<file path="src/rtl/useq_pkg.sv">
// Package: shared micro-address map, control-word layout, control store
// contents and dispatch table for the microcoded sequencer.
// Assumes a 4-bit opcode in the top bits of each instruction word.
package useq_pkg;

    localparam int UA_W = 10;
    typedef logic [UA_W-1:0] uaddr_t;

    // Micro-address map; execute entries sit on 16-word boundaries
    localparam uaddr_t UA_FETCH  = 10'h000;
    localparam uaddr_t UA_DECODE = 10'h001;
    localparam uaddr_t UA_NOP    = 10'h010;
    localparam uaddr_t UA_JMP    = 10'h020;
    localparam uaddr_t UA_LDC    = 10'h030;
    localparam uaddr_t UA_LD     = 10'h040;
    localparam uaddr_t UA_ST     = 10'h050;
    localparam uaddr_t UA_LDX0   = 10'h060;
    localparam uaddr_t UA_LDX1   = 10'h061;
    localparam uaddr_t UA_TRAP   = 10'h0F0;

    // Opcode values
    localparam int unsigned OPC_NOP = 0;
    localparam int unsigned OPC_JMP = 1;
    localparam int unsigned OPC_LDC = 2;
    localparam int unsigned OPC_LD  = 3;
    localparam int unsigned OPC_ST  = 4;
    localparam int unsigned OPC_LDX = 5;

    typedef enum logic [1:0] {SEQ_GOTO, SEQ_DISPATCH, SEQ_WAIT} seq_e;
    typedef enum logic [1:0] {ASEL_IP, ASEL_OPND, ASEL_PTR} asel_e;
    typedef enum logic [1:0] {DSRC_MEM, DSRC_ACC, DSRC_OPND} dsrc_e;
    typedef enum logic [1:0] {DDST_NONE, DDST_IR, DDST_ACC, DDST_PTR} ddst_e;

    typedef struct packed {
        uaddr_t nxt;      // successor for GOTO / WAIT
        seq_e   seq;      // next-address policy
        asel_e  asel;     // address-bus source
        dsrc_e  dsrc;     // data-bus source
        ddst_e  ddst;     // data-bus destination
        logic   req;      // memory request
        logic   we;       // memory write
        logic   ip_inc;   // step IP on completion
        logic   ip_load;  // load IP from operand
        logic   illegal;  // illegal-instruction flag
    } uword_t;

    // Control store contents, computed per micro-address
    function automatic uword_t urom_word(input uaddr_t a);
        uword_t w;
        w      = '0;
        w.nxt  = UA_FETCH;
        w.seq  = SEQ_GOTO;
        w.asel = ASEL_IP;
        w.dsrc = DSRC_MEM;
        w.ddst = DDST_NONE;
        case (a)
            UA_FETCH: begin
                w.nxt = UA_DECODE; w.seq = SEQ_WAIT; w.ddst = DDST_IR;
                w.req = 1'b1; w.ip_inc = 1'b1;
            end
            UA_DECODE: w.seq = SEQ_DISPATCH;
            UA_NOP:    w.seq = SEQ_GOTO;
            UA_JMP:    w.ip_load = 1'b1;
            UA_LDC: begin
                w.dsrc = DSRC_OPND; w.ddst = DDST_ACC;
            end
            UA_LD: begin
                w.seq = SEQ_WAIT; w.asel = ASEL_OPND; w.ddst = DDST_ACC;
                w.req = 1'b1;
            end
            UA_ST: begin
                w.seq = SEQ_WAIT; w.asel = ASEL_OPND; w.dsrc = DSRC_ACC;
                w.req = 1'b1; w.we = 1'b1;
            end
            UA_LDX0: begin
                w.nxt = UA_LDX1; w.seq = SEQ_WAIT; w.asel = ASEL_OPND;
                w.ddst = DDST_PTR; w.req = 1'b1;
            end
            UA_LDX1: begin
                w.seq = SEQ_WAIT; w.asel = ASEL_PTR; w.ddst = DDST_ACC;
                w.req = 1'b1;
            end
            UA_TRAP:   w.illegal = 1'b1;
            default:   w.seq = SEQ_GOTO;
        endcase
        return w;
    endfunction

    // Dispatch target for one opcode value
    function automatic uaddr_t dispatch_entry(input int unsigned code);
        case (code)
            OPC_NOP: return UA_NOP;
            OPC_JMP: return UA_JMP;
            OPC_LDC: return UA_LDC;
            OPC_LD:  return UA_LD;
            OPC_ST:  return UA_ST;
            OPC_LDX: return UA_LDX0;
            default: return UA_TRAP;
        endcase
    endfunction

endpackage

</file>
<file path="src/rtl/useq_urom.sv">
// Module: control store. Maps the micro-PC to its control word.
// Assumes: purely combinational, contents defined in useq_pkg.
module useq_urom
    import useq_pkg::*;
(
    input  uaddr_t upc,
    output uword_t uw
);

    // Look up the control word for the current micro-address
    always_comb begin
        uw = urom_word(upc);
    end

endmodule

</file>
<file path="src/rtl/useq_dispatch.sv">
// Module: opcode dispatch table, one entry per opcode value.
// Assumes: OPC_W-bit opcode; entries computed from useq_pkg.
module useq_dispatch
    import useq_pkg::*;
#(
    parameter int OPC_W = 4
) (
    input  logic [OPC_W-1:0] opc,
    output uaddr_t           target
);

    localparam int N_ENT = 1 << OPC_W;

    uaddr_t tbl [N_ENT];

    // One table entry per opcode value
    for (genvar g = 0; g < N_ENT; g++) begin : g_ent
        assign tbl[g] = dispatch_entry(g);
    end

    // Select the entry for the decoded opcode
    assign target = tbl[opc];

endmodule

</file>
<file path="src/rtl/useq_upc.sv">
// Module: micro-PC register and next-address selection.
// Assumes: WAIT states hold until mem_ack; reset is synchronous.
module useq_upc
    import useq_pkg::*;
(
    input  logic   clk,
    input  logic   rst_n,
    input  seq_e   seq,
    input  uaddr_t nxt,
    input  uaddr_t disp,
    input  logic   mem_ack,
    output uaddr_t upc
);

    uaddr_t upc_nxt;

    // Choose the next micro-address from the sequencing policy
    always_comb begin
        case (seq)
            SEQ_GOTO:     upc_nxt = nxt;
            SEQ_DISPATCH: upc_nxt = disp;
            SEQ_WAIT:     upc_nxt = mem_ack ? nxt : upc;
            default:      upc_nxt = UA_FETCH;
        endcase
    end

    // Micro-PC register, reset to the fetch entry
    always_ff @(posedge clk) begin
        if (!rst_n) upc <= UA_FETCH;
        else        upc <= upc_nxt;
    end

endmodule

</file>
<file path="src/rtl/useq_datapath.sv">
// Module: instruction pointer, instruction register, pointer and
// accumulator, with the address and data bus multiplexers.
// Assumes: ADDR_W <= DATA_W-4; a requested transfer commits on mem_ack,
// an unrequested one commits in its single cycle.
module useq_datapath
    import useq_pkg::*;
#(
    parameter int                ADDR_W    = 16,
    parameter int                DATA_W    = 32,
    parameter int                OPC_W     = 4,
    parameter logic [ADDR_W-1:0] BOOT_ADDR = 16'h0010
) (
    input  logic              clk,
    input  logic              rst_n,
    input  asel_e             asel,
    input  dsrc_e             dsrc,
    input  ddst_e             ddst,
    input  logic              req,
    input  logic              ip_inc,
    input  logic              ip_load,
    input  logic              mem_ack,
    input  logic [DATA_W-1:0] mem_rdata,
    output logic [ADDR_W-1:0] abus,
    output logic [DATA_W-1:0] dbus,
    output logic [OPC_W-1:0]  opc,
    output logic [ADDR_W-1:0] ip,
    output logic [DATA_W-1:0] acc
);

    localparam int OPND_W = DATA_W - OPC_W;

    logic [DATA_W-1:0] ir;
    logic [ADDR_W-1:0] ptr;
    logic              commit;

    // Transfer completes on acknowledge, or at once if nothing requested
    assign commit = req ? mem_ack : 1'b1;

    // Address bus source
    always_comb begin
        case (asel)
            ASEL_IP:   abus = ip;
            ASEL_OPND: abus = ir[ADDR_W-1:0];
            ASEL_PTR:  abus = ptr;
            default:   abus = ip;
        endcase
    end

    // Data bus source
    always_comb begin
        case (dsrc)
            DSRC_MEM:  dbus = mem_rdata;
            DSRC_ACC:  dbus = acc;
            DSRC_OPND: dbus = {{OPC_W{1'b0}}, ir[OPND_W-1:0]};
            default:   dbus = mem_rdata;
        endcase
    end

    // Instruction register, loaded from the data bus in fetch
    always_ff @(posedge clk) begin
        if (!rst_n)                        ir <= '0;
        else if (ddst == DDST_IR && commit) ir <= dbus;
    end

    // Indirection pointer for the two-step load
    always_ff @(posedge clk) begin
        if (!rst_n)                         ptr <= '0;
        else if (ddst == DDST_PTR && commit) ptr <= dbus[ADDR_W-1:0];
    end

    // Accumulator
    always_ff @(posedge clk) begin
        if (!rst_n)                         acc <= '0;
        else if (ddst == DDST_ACC && commit) acc <= dbus;
    end

    // Instruction pointer: jump load or post-fetch increment
    always_ff @(posedge clk) begin
        if (!rst_n)                 ip <= BOOT_ADDR;
        else if (ip_load)           ip <= ir[ADDR_W-1:0];
        else if (ip_inc && commit)  ip <= ip + 1'b1;
    end

    // Opcode field for the dispatch table
    assign opc = ir[DATA_W-1 -: OPC_W];

endmodule

</file>
<file path="src/rtl/useq_core.sv">
// Module: microcoded fetch-decode-execute sequencer (top).
// Assumes: single-word instructions, 4-bit opcode in the top bits,
// memory completes each request by raising mem_ack for one cycle.
module useq_core
    import useq_pkg::*;
#(
    parameter int                ADDR_W    = 16,
    parameter int                DATA_W    = 32,
    parameter logic [ADDR_W-1:0] BOOT_ADDR = 16'h0010
) (
    input  logic              clk,
    input  logic              rst_n,
    output logic              mem_req,
    output logic              mem_we,
    output logic [ADDR_W-1:0] mem_addr,
    output logic [DATA_W-1:0] mem_wdata,
    input  logic [DATA_W-1:0] mem_rdata,
    input  logic              mem_ack,
    output logic              illegal_o,
    output logic [UA_W-1:0]   upc_o,
    output logic [ADDR_W-1:0] ip_o,
    output logic [DATA_W-1:0] acc_o
);

    localparam int OPC_W = 4;

    uaddr_t            upc;
    uaddr_t            disp;
    uword_t            uw;
    logic [OPC_W-1:0]  opc;

    useq_urom u_urom (
        .upc (upc),
        .uw  (uw)
    );

    useq_dispatch #(.OPC_W(OPC_W)) u_disp (
        .opc    (opc),
        .target (disp)
    );

    useq_upc u_upc (
        .clk     (clk),
        .rst_n   (rst_n),
        .seq     (uw.seq),
        .nxt     (uw.nxt),
        .disp    (disp),
        .mem_ack (mem_ack),
        .upc     (upc)
    );

    useq_datapath #(
        .ADDR_W    (ADDR_W),
        .DATA_W    (DATA_W),
        .OPC_W     (OPC_W),
        .BOOT_ADDR (BOOT_ADDR)
    ) u_dp (
        .clk       (clk),
        .rst_n     (rst_n),
        .asel      (uw.asel),
        .dsrc      (uw.dsrc),
        .ddst      (uw.ddst),
        .req       (uw.req),
        .ip_inc    (uw.ip_inc),
        .ip_load   (uw.ip_load),
        .mem_ack   (mem_ack),
        .mem_rdata (mem_rdata),
        .abus      (mem_addr),
        .dbus      (mem_wdata),
        .opc       (opc),
        .ip        (ip_o),
        .acc       (acc_o)
    );

    // Control strobes straight from the control word
    assign mem_req   = uw.req;
    assign mem_we    = uw.we;
    assign illegal_o = uw.illegal;
    assign upc_o     = upc;

endmodule

</file>
<file path="config.mk">
export PLATFORM = sky130hd
export DESIGN_NAME = useq_core
export DESIGN_NICKNAME = d
export VERILOG_FILES = /design/src/rtl/useq_pkg.sv /design/src/rtl/useq_urom.sv /design/src/rtl/useq_dispatch.sv /design/src/rtl/useq_upc.sv /design/src/rtl/useq_datapath.sv /design/src/rtl/useq_core.sv
export SDC_FILE = /design/constraint.sdc
export NUM_CORES = 1
export LEC_CHECK = 0
export BUFFER_PORTS_ARGS = -buffer_cell sky130_fd_sc_hd__buf_2
export CORE_AREA = 2 2 103 114
export DETAILED_ROUTE_END_ITERATION = 10
export DIE_AREA = 0 0 105 116
export GPL_TIMING_DRIVEN = 1
export MAX_ROUTING_LAYER = met4
export PLACE_DENSITY = 0.84
export SLEW_MARGIN = 5
export SYNTH_ARGS = -nofsm -noshare
export SYNTH_HDL_FRONTEND = slang
export SYNTH_SLANG_ARGS = --single-unit
</file>
<file path="constraint.sdc">
create_clock -name clk -period 2.82 [get_ports clk]
set_input_delay 0.564 -clock clk [delete_from_list [all_inputs] [get_ports clk]]
set_output_delay 0.564 -clock clk [all_outputs]
set_load 0.02 [all_outputs]
</file>
=== Word level (Yosys, flattened, before mapping) ===
Memory sizes are Yosys's and may differ from the RTL's.
Index checks and enable logic that the tools add are counted.

* Muxes and demuxes: 19
* Order comparisons: 1
* Bitwise logic cells: 1
* Reductions and logical operators: 10
* Equal/unequal tests: 18
* Add/subtract/negate cells: 1

{| class="wikitable"
|+ Operators by type and width
! cell !! count
|-
| $pmux 32 s2 || 1
|-
| $eq 10x7->1 const B || 4
|-
| $mux 16 || 2
|-
| $pmux 16 s2 || 1
|-
| $mux 10 || 3
|-
| $pmux 10 s3 || 1
|-
| $eq 10x6->1 const B || 2
|-
| $add 16x1->16 const B || 1
|-
| $pmux 7 s2 || 1
|-
| $pmux 2 s2 || 3
|-
| $eq 10x1->1 const B || 1
|-
| $eq 10x8->1 const B || 1
|-
| $eq 2x2->1 const B || 5
|-
| $logic_not 10->1 || 1
|-
| $eq 2x1->1 const B || 4
|-
| $mux 1 || 6
|-
| $pmux 2 s3 || 1
|-
| $reduce_or 3->1 || 2
|-
| $ge 5x5->1 const B || 1
|-
| $not 4->5 || 1
|-
| $reduce_or 5->1 || 1
|-
| $logic_and 1x1->1 || 4
|-
| $logic_not 2->1 || 1
|-
| $ne 2x2->1 const B || 1
|-
| $reduce_bool 2->1 || 1
|}

* Word-level logic and storage cells: 56
* Memories kept: 1
* Bits in read-only memories: 160
* Input bits: 35
* Flip-flop bits (word level): 106

{| class="wikitable"
|+ Memories
! name !! words !! bits a word !! read ports !! clocked after memory_dff !! write ports !! RTL line !! RTL
|-
| (no name shown) || 16 || 10 || 1 || 0 || 0 || useq_dispatch.sv:22 || <nowiki>assign target = tbl[opc];</nowiki>
|}

=== Depth between registers and ports, before layout ===
Gate-level depths: netlist (run 1).

* Depth in word-level cells: 7
* Depth in mapped cells: 11
* Gate-level depth less buffers: 8

=== Cells and area by module ===
Synthesis (run 1) repeated with hierarchy kept, for this count alone.

* Cells, all modules: 736
* Area total of the unflattened synthesis: 5774.3 µm²

{| class="wikitable"
|+ Modules (own cells, without submodules)
! module !! times used !! cells an instance !! seq. area each (µm²) !! area an instance (µm²)
|-
| useq_datapath || 1 || 626 || 1921.8 || 4827.1
|-
| useq_upc || 1 || 48 || 200.2 || 521.8
|-
| useq_urom || 1 || 43 || 0.0 || 282.8
|-
| useq_dispatch || 1 || 19 || 0.0 || 142.6
|}

=== Least setup slack after synthesis (run 1) ===
Ideal clock, no wire load.

* Path type: reg-to-output
* Start: register u_upc.upc[6]
* End: output port mem_addr[0]
* Arrival time: 2661 ps
* Stages on the path, launching flop included: 9
* Buffers on the path: 3
* Required time: 2256 ps
* Slack: -405 ps
* Cell sequence: dfxtp_1 -> buf_1 -> or3b_2 -> a21oi_1 -> ha_1 -> clkbuf_1 -> clkbuf_1 -> a22oi_1 -> o21ai_0

* Longest elaborated chain between the ends: 5

{| class="wikitable"
|+ Ends and longest elaborated chain
! element !! RTL line !! RTL
|-
| start: declaration || useq_upc.sv:12 || <nowiki>output uaddr_t upc</nowiki>
|-
| start signal: assignment || useq_upc.sv:30 || <nowiki>else upc <= upc_nxt;</nowiki>
|-
| $eq 10x7->1 || useq_pkg.sv:56 || <nowiki>case (a)</nowiki>
|-
| $reduce_or 3->1 (no source line) || - ||
|-
| $pmux 2 s2 * || useq_pkg.sv:56 ||
|-
| $eq 2x2->1 / $eq 2x1->1 (equally long branches) || useq_datapath.sv:41 || <nowiki>case (asel)</nowiki>
|-
| $pmux 16 s2 * || useq_datapath.sv:41 ||
|-
| end: declaration || useq_core.sv:15 || <nowiki>output logic [ADDR_W-1:0] mem_addr,</nowiki>
|}

Every way passes the cells marked *; elsewhere a longest branch is shown, timed or not.

=== Worst setup path in the final report (run 1) ===
* Start: register u_upc.upc[6]
* End: output port mem_wdata[12]

* Longest elaborated chain between the ends: 4

{| class="wikitable"
|+ Ends and longest elaborated chain
! element !! RTL line !! RTL
|-
| $eq 10x7->1 / $eq 10x6->1 (equally long branches) || useq_pkg.sv:56 ||
|-
| $pmux 2 s2 * || useq_pkg.sv:56 ||
|-
| $eq 2x2->1 / $eq 2x1->1 (equally long branches) || useq_datapath.sv:51 || <nowiki>case (dsrc)</nowiki>
|-
| $pmux 32 s2 * || useq_datapath.sv:51 ||
|-
| end: declaration || useq_core.sv:16 || <nowiki>output logic [DATA_W-1:0] mem_wdata,</nowiki>
|}

Marks and branches as above.

==> results of run 1 <==
logic make-up (layout without fill, tap and decap cells):
group / after synthesis / after routing / synth area share [%]
AND/OR/NAND/NOR: 267 / 267 / 23.2
AO/OA/AOI/OAI: 248 / 248 / 28.2
flip-flops: 101 / 101 / 39.0
buffers and inverters: 79 / 232 / 6.33
adder cells (fa/ha/maj): 8 / 8 / 1.93
XOR/XNOR: 4 / 4 / 0.676
multiplexers: 3 / 3 / 0.580
other: 1 / 5 / 0.0724
layout make-up:
cell class | count | area share, %
Clock inverter | 7 | 0.970
Timing Repair Buffer | 205 | 20.7
Tap cell | 147 | 2.42
Clock buffer | 9 | 2.96
Inverter | 11 | 0.542
Multi-Input combinational cell | 535 | 45.7
Sequential cell | 101 | 26.7
timing repair:
action	CTS	global route
pin swaps	1	24
endpoints found under the setup margin	48	48
hold endpoints to repair	0	0
cloned	0	6
buffers inserted	1	19
gates resized for setup	43	148
cells in the final DEF (no fill, tap or decap), drive strengths merged, types with 4 or more instances in the layout:
master	n
clkinv	5
nand2b	4
o311ai	4
or3	4
a211oi	4
xor2	4
a31oi	8
buf	201
a22oi	46
dfxtp	101
nor3	17
conb	5
ha	8
o21ai	81
nand3	36
or4	8
nand2	161
clkbuf	13
a21oi	85
inv	11
o211ai	4
nor2	14
worst min-delay path, cell delays in order, from the launching register on:
cell and delay (ps):
dfxtp_1 320, nand2_1 50, a21oi_1 50
routing by layer:
metal  vias up  GRT usage, %
met5         -             -
met4         0          10.7
met3        66          4.89
met2       392          41.0
met1      2924          35.5
li1       2843             -
state kept, by name, indices dropped and copies added, names as in the netlist:
name       cells
u_dp.acc      32
u_dp.ip       16
u_dp.ir       32
u_dp.ptr      16
u_upc.upc      5
metrics by stage:
step                area (sq um)  hold slack (ps)  TNS, ps
floorplan                   5280              436    -1260
global placement            6230              442        0
detailed placement          6230              448        0
CTS                         6670              457        0
global route                7610              490    -1170
finish                      7610              467    -1.00
synthesized netlist by cell type (2+ instances only):
cell type    n  area [sq um]
and3_1       3          18.8
buf_1        3          11.3
buf_2        3          15.0
mux2i_1      3          30.0
ha_1         8           100
xor2_1       4          35.0
nand3_1     36           180
dfxtp_1    101          2020
nor4_1       3          18.8
clkbuf_1    55           206
buf_4        5          37.5
a31oi_1      8          50.1
a22oi_1     46           345
a21oi_1     85           425
nand3b_1     2          15.0
inv_1        9          33.8
a221oi_1     3          26.3
nor2_1      14          52.6
nor3_1      17          85.1
a311oi_1     2          17.5
nand2_1    161           604
or4_1        8          60.1
or3_1        4          25.0
a211oi_1     4          30.0
nand4_1      3          18.8
o311ai_0     4          35.0
nand2b_1     4          25.0
o2111ai_1    3          26.3
o21ai_0     81           405
and4_1       3          26.3
o211ai_1     4          30.0
nor3b_1      2          15.0
power by group through the flow:
stage               combinational, mW  clock [mW]  sequential (mW)
floorplan                       0.628           0             1.72
global placement                 1.00           0             1.69
detailed placement               1.01           0             1.70
CTS                              1.04        1.27             1.67
global route                     1.32        1.34             1.70
finish                           1.23        1.28             1.69
how the worst max path moves through the flow:
stage	from	endpoint	slack [ps]	cells after the start
6_report	u_upc.upc[6]	mem_wdata[12]	-1	9
5_1_grt	u_upc.upc[6]	mem_wdata[22]	-70	10
4_1_cts	u_upc.upc[6]	mem_wdata[12]	2	9
3_5_place_dp	u_upc.upc[6]	mem_addr[11]	150	8
3_3_place_gp	u_upc.upc[6]	mem_addr[11]	180	8
2_1_floorplan	u_upc.upc[0]	mem_wdata[11]	-110	8
==> results.sh, run 1 <==
export IMPL_reg2reg_to="u_dp.acc[19]"
export IMPL_yosysWarnings=0
export IMPL_ios=144
export IMPL_clock_sinks=101
export IMPL_rows=40
export IMPL_setup_viol=1
export IMPL_max_freq_mhz=354
export IMPL_outcome="finished, violations left"
export IMPL_avgSynthCellArea_sq_um=7.29
export IMPL_cts_buffers=9
export IMPL_critPathSlowestCell="dfxtp_4"
export IMPL_routed_via_count=6225
export IMPL_maxSlewViolCount=0
export IMPL_yosysSeqAreaShare_pct=39.0
export IMPL_period_minus_slack_ps=2820
export IMPL_wl_met3_um=1670
export IMPL_final_cells=1015
export IMPL_async_flop_share_pct=0
export IMPL_die_x_um=105
export IMPL_tightest_slew_ps=1240
export IMPL_antenna_found_initial=0
export IMPL_regArea_sq_um=2030
export IMPL_met2_length_um=9120
export IMPL_p_per_area_nw_per_um2=551
export IMPL_portBuffers=138
export IMPL_setup_ws_ps=-1.00
export IMPL_crit_type="reg -> out"
export IMPL_wl_met1_um=7550
export IMPL_grt_usage_pct=26.9
export IMPL_cp_slowest_stage_delay_ps=390
export IMPL_critPathLaunchType="flip-flop"
export IMPL_slew_headroom_pct=17.1
export IMPL_finalNetCount=906
export IMPL_dp_cells=973
export IMPL_grt_max_degree=46
export IMPL_drive_above_1_share_pct=37.2
export IMPL_cp_num_buf_inv=5
export IMPL_routed_top_layer="met4"
export IMPL_start_util_pct=47.5
export IMPL_hold_path_depth=2
export IMPL_clock_power_share_pct=30.4
export IMPL_clk_pin_slew_ps=70
export IMPL_ant_nets=0
export IMPL_finalPower_mw=4.20
export IMPL_dieHeight_um=116
export IMPL_fill_cells=804
export IMPL_vias_per_cell=6.13
export IMPL_wl_per_cell_um=18.7
export IMPL_synth_seq_cells=101
export IMPL_gr_total_overflow=0
export IMPL_reg2regPathDepth=6
export IMPL_synth_edf_count=0
export IMPL_ir_drop_uv=362
export IMPL_final_period_utilization_pct=100
export IMPL_syn_inst=711
export IMPL_combPwrFrac_pct=29.4
export IMPL_grt_pass1_wl_um=25900
export IMPL_power_switching_mw=1.49
export IMPL_drt_pass1_iter_count=7
export IMPL_min_delay_start="u_dp.ptr[7]"
export IMPL_leakage_nw=2.95
export IMPL_drv_cap=0
export IMPL_r2r_start="u_upc.upc[0]"
export IMPL_hold_path_end="u_dp.ptr[7]"
export IMPL_clock_path_buffers=2
export IMPL_path_cells="buf_6 > nor3b_4 > nand3b_1 > buf_4 > ha_4 > buf_12 > buf_6 > o21ai_2 > buf_4"
export IMPL_cp_data_required_time_ps=2260
export IMPL_switching_share_pct=35.5
export IMPL_r2r_slack_ps=330
export IMPL_area_growth_pct=46.9
export IMPL_violations="setup timing"
export IMPL_cts_tree="done"
export IMPL_fin_util_pct=69.8
export IMPL_hold_violations=0
export IMPL_worstHoldPathType="reg -> reg"
export IMPL_htreeDepth=3
export IMPL_cts_root_buf="clkbuf_16"
export IMPL_drc=0
export IMPL_rsz0062_at_grt="true"
export IMPL_coreArea_sq_um=10900
export IMPL_critPathMaxFanout=7
export IMPL_gp_congestion=0.885
export IMPL_dp_slack_ps=149
export IMPL_dr_first_iter_drc_count=709
export IMPL_clock_insertion_delay_worst_skew_ps=350
export IMPL_antenna_cells=0
export IMPL_grt_pass1_vias=5147
export IMPL_dieArea_sq_um=12200
export IMPL_p_int_mw=2.71
export IMPL_pwr_share_seq_pct=40.2
export IMPL_drt_total_wl_um=19000
export IMPL_cp_arrival_ps=2260
export IMPL_ys_types=52
export IMPL_dp_final_hpwl_um=10900
export IMPL_syn_area_sq_um=5180
export IMPL_critPathTopFamily="buffers and inverters"
export IMPL_cts_hold_buffers=0
export IMPL_skew_ps=4.69
export IMPL_ys_dominant_reg_cell="dfxtp_1"
export IMPL_multi_input_area_sq_um=3480
export IMPL_crit_path_end_kind="output pin"
No activity file was read; power rests on OpenSTA's default activity.
==> inputs of run 2 (changes only) <==
--- a/config.mk
+++ b/config.mk
@@ -11,7 +11,7 @@
 export DIE_AREA = 0 0 105 116
 export GPL_TIMING_DRIVEN = 1
 export MAX_ROUTING_LAYER = met4
-export PLACE_DENSITY = 0.84
+export PLACE_DENSITY = 0.73
 export SLEW_MARGIN = 5
 export SYNTH_ARGS = -nofsm -noshare
 export SYNTH_HDL_FRONTEND = slang
==> run 2 against run 1 <==
Compared with the run above:
- the run now ends clean
- cell count fell by 2.1%
- critical path depth fell by 2
- worst hold slack got worse by 6.8 ps
- sequential share of layout area rose by 3.3 points
- routed wire length fell by 8.2%
- maximum frequency rose by 2.2%
- final area fell by 11%
- combinational power fell by 11%
- largest cell class unchanged
- largest power group unchanged
==> results.sh, run 2 (synthesis results as in run 1) <==
export IMPL_maxSlewViolCount=0
export IMPL_rows=40
export IMPL_ios=144
export IMPL_gr_total_overflow=0
export IMPL_grt_pass1_vias=5303
export IMPL_reg2reg_to="u_dp.acc[12]"
export IMPL_dr_first_iter_drc_count=606
export IMPL_antenna_found_initial=0
export IMPL_outcome="completed"
export IMPL_setup_viol=0
export IMPL_layout_common_cells="161 x nand2_1, 133 x buf_2, 97 x dfxtp_1, 84 x a21oi_1, 41 x buf_4"
export IMPL_period_minus_slack_ps=2760
export IMPL_die_x_um=105
export IMPL_drv_cap=0
export IMPL_grt_usage_pct=27.8
export IMPL_fin_hold_ws_ps=460
export IMPL_hold_violations=0
export IMPL_start_util_pct=47.5
export IMPL_coreArea_sq_um=10900
export IMPL_drive_above_1_share_pct=30.3
export IMPL_drt_total_wl_um=17400
export IMPL_skew_ps=8.94
export IMPL_leakage_nw=2.68
export IMPL_drc=0
export IMPL_p_per_area_nw_per_um2=579
export IMPL_dieHeight_um=116
export IMPL_top_regs="u_dp.acc: 32 flops, u_dp.ir: 32 flops"
export IMPL_grt_pass1_wl_um=26900
export IMPL_area_growth_pct=31.2
export IMPL_critPathLaunchType="flip-flop"
export IMPL_r2r_start="u_upc.upc[5]"
export IMPL_worst_path_most_repeated_cell="buf_4"
export IMPL_grt_max_degree=39
export IMPL_path_cells="or3b_4 > a21oi_4 > buf_4 > ha_4 > buf_4 > a21oi_1 > buf_2"
export IMPL_cts_buffers=9
export IMPL_critPathSlowestCell="or3b_4"
export IMPL_tightest_slew_ps=1240
export IMPL_vias_per_cell=5.97
export IMPL_clock_sinks=101
export IMPL_final_common_cell="nand2_1"
export IMPL_slew_headroom_pct=17.5
export IMPL_critPathMaxFanout=9
export IMPL_crit_type="reg -> out"
export IMPL_final_period_utilization_pct=97.8
export IMPL_wl_per_cell_um=17.5
export IMPL_cts_tree="done"
export IMPL_ant_nets=0
export IMPL_r2r_slack_ps=380
export IMPL_clock_path_buffers=2
export IMPL_dp_final_hpwl_um=11400
export IMPL_final_cells=994
export IMPL_crit_path_end_kind="output pin"
export IMPL_portBuffers=138
export IMPL_cp_data_required_time_ps=2260
export IMPL_hold_path_depth=2
export IMPL_ir_drop_uv=292
export IMPL_routed_via_count=5933
export IMPL_drt_pass1_iter_count=6
export IMPL_worstHoldPathType="reg -> reg"
export IMPL_max_freq_mhz=362
export IMPL_rsz0062_at_grt="true"
export IMPL_gp_congestion=0.920
export IMPL_cts_root_buf="clkbuf_16"
export IMPL_critPathLaunch="u_upc.upc[7]"
export IMPL_clk_pin_slew_ps=70
export IMPL_antenna_cells=0
export IMPL_finalNetCount=886
export IMPL_htreeDepth=3
export IMPL_reg2regPathDepth=5
export IMPL_dp_cells=969
export IMPL_cp_arrival_ps=2200
export IMPL_cp_slowest_stage_delay_ps=420
export IMPL_cts_hold_buffers=0
export IMPL_finalPower_mw=3.93
export IMPL_clock_insertion_delay_worst_skew_ps=340
export IMPL_worstSetupEndpoint="mem_addr[10]"
export IMPL_dieArea_sq_um=12200
-- run 2: cell count changes in the layout (fill, tap and decap cells not counted), moves of 11 or more --
cell / delta
o21ai_1: +11
buf_6: -31
a22oi_2: -21
o21ai_4: -28
buf_2: +26
nand2_2: -14
nand2_1: +14
a22oi_1: +21
o21ai_2: +16
-- run 2: what timing repair did --
action	CTS	global route
setup endpoints to repair	46	48
gates resized for setup	24	34
gates cloned	0	1
pin swaps	0	7
setup buffers	0	10
-- run 2: critical path: cells and delay by family, from the launching register on --
family / cells / cell delay (ps)
buf+inv: 3 / 520
simple gates: 1 / 420
flops: 1 / 380
compound gates: 2 / 320
fa+ha+maj: 1 / 220
-- run 2: stage by stage --
stage	instance area (sq um)	TNS, ps	setup WS [ps]	util (%)
final	6800	0	60.7	62.3
after global routing	6800	-37.5	-18.8	62.3
after CTS	6590	0	7.72	60.4
after detailed placement	6220	0	170	57.0
after global placement	6220	0	229	57.0
after floorplan	5280	-1260	-108	-
-- run 2: worst min path at each step --
stage               slack (ps)         from           to
finish                     460  u_dp.ir[16]  u_dp.ir[16]
global route               470  u_dp.ir[23]  u_dp.ir[23]
CTS                        460  u_dp.ir[23]  u_dp.ir[23]
detailed placement         450  u_dp.ir[16]  u_dp.ir[16]
global placement           440  u_dp.ir[16]  u_dp.ir[16]
floorplan                  440  u_dp.ir[16]  u_dp.ir[16]
-- run 2: layout make-up --
| cell class | count | area, sq um |
|---|---|---|
| fill | 1004 | 4120 |
| multi-input combinational | 535 | 3110 |
| sequential | 101 | 2030 |
| timing repair buffer | 185 | 1160 |
| clock buffer | 12 | 246 |
| tap | 147 | 184 |
| inverter | 11 | 41.3 |
| clock inverter | 3 | 22.5 |
-- run 2: per-layer routing --
layer	up-vias	global-route usage, %	wire length [um]
met5	-	-	0
met2	336	45.2	8190
li1	2813	-	-
met4	0	5.78	256
met3	27	5.85	1640
met1	2757	36.0	7350
-- run 2: report_power, final --
part | switching (mW) | internal [mW]
logic | 0.704 | 0.393
clock network | 0.535 | 0.620
registers | 0.139 | 1.54
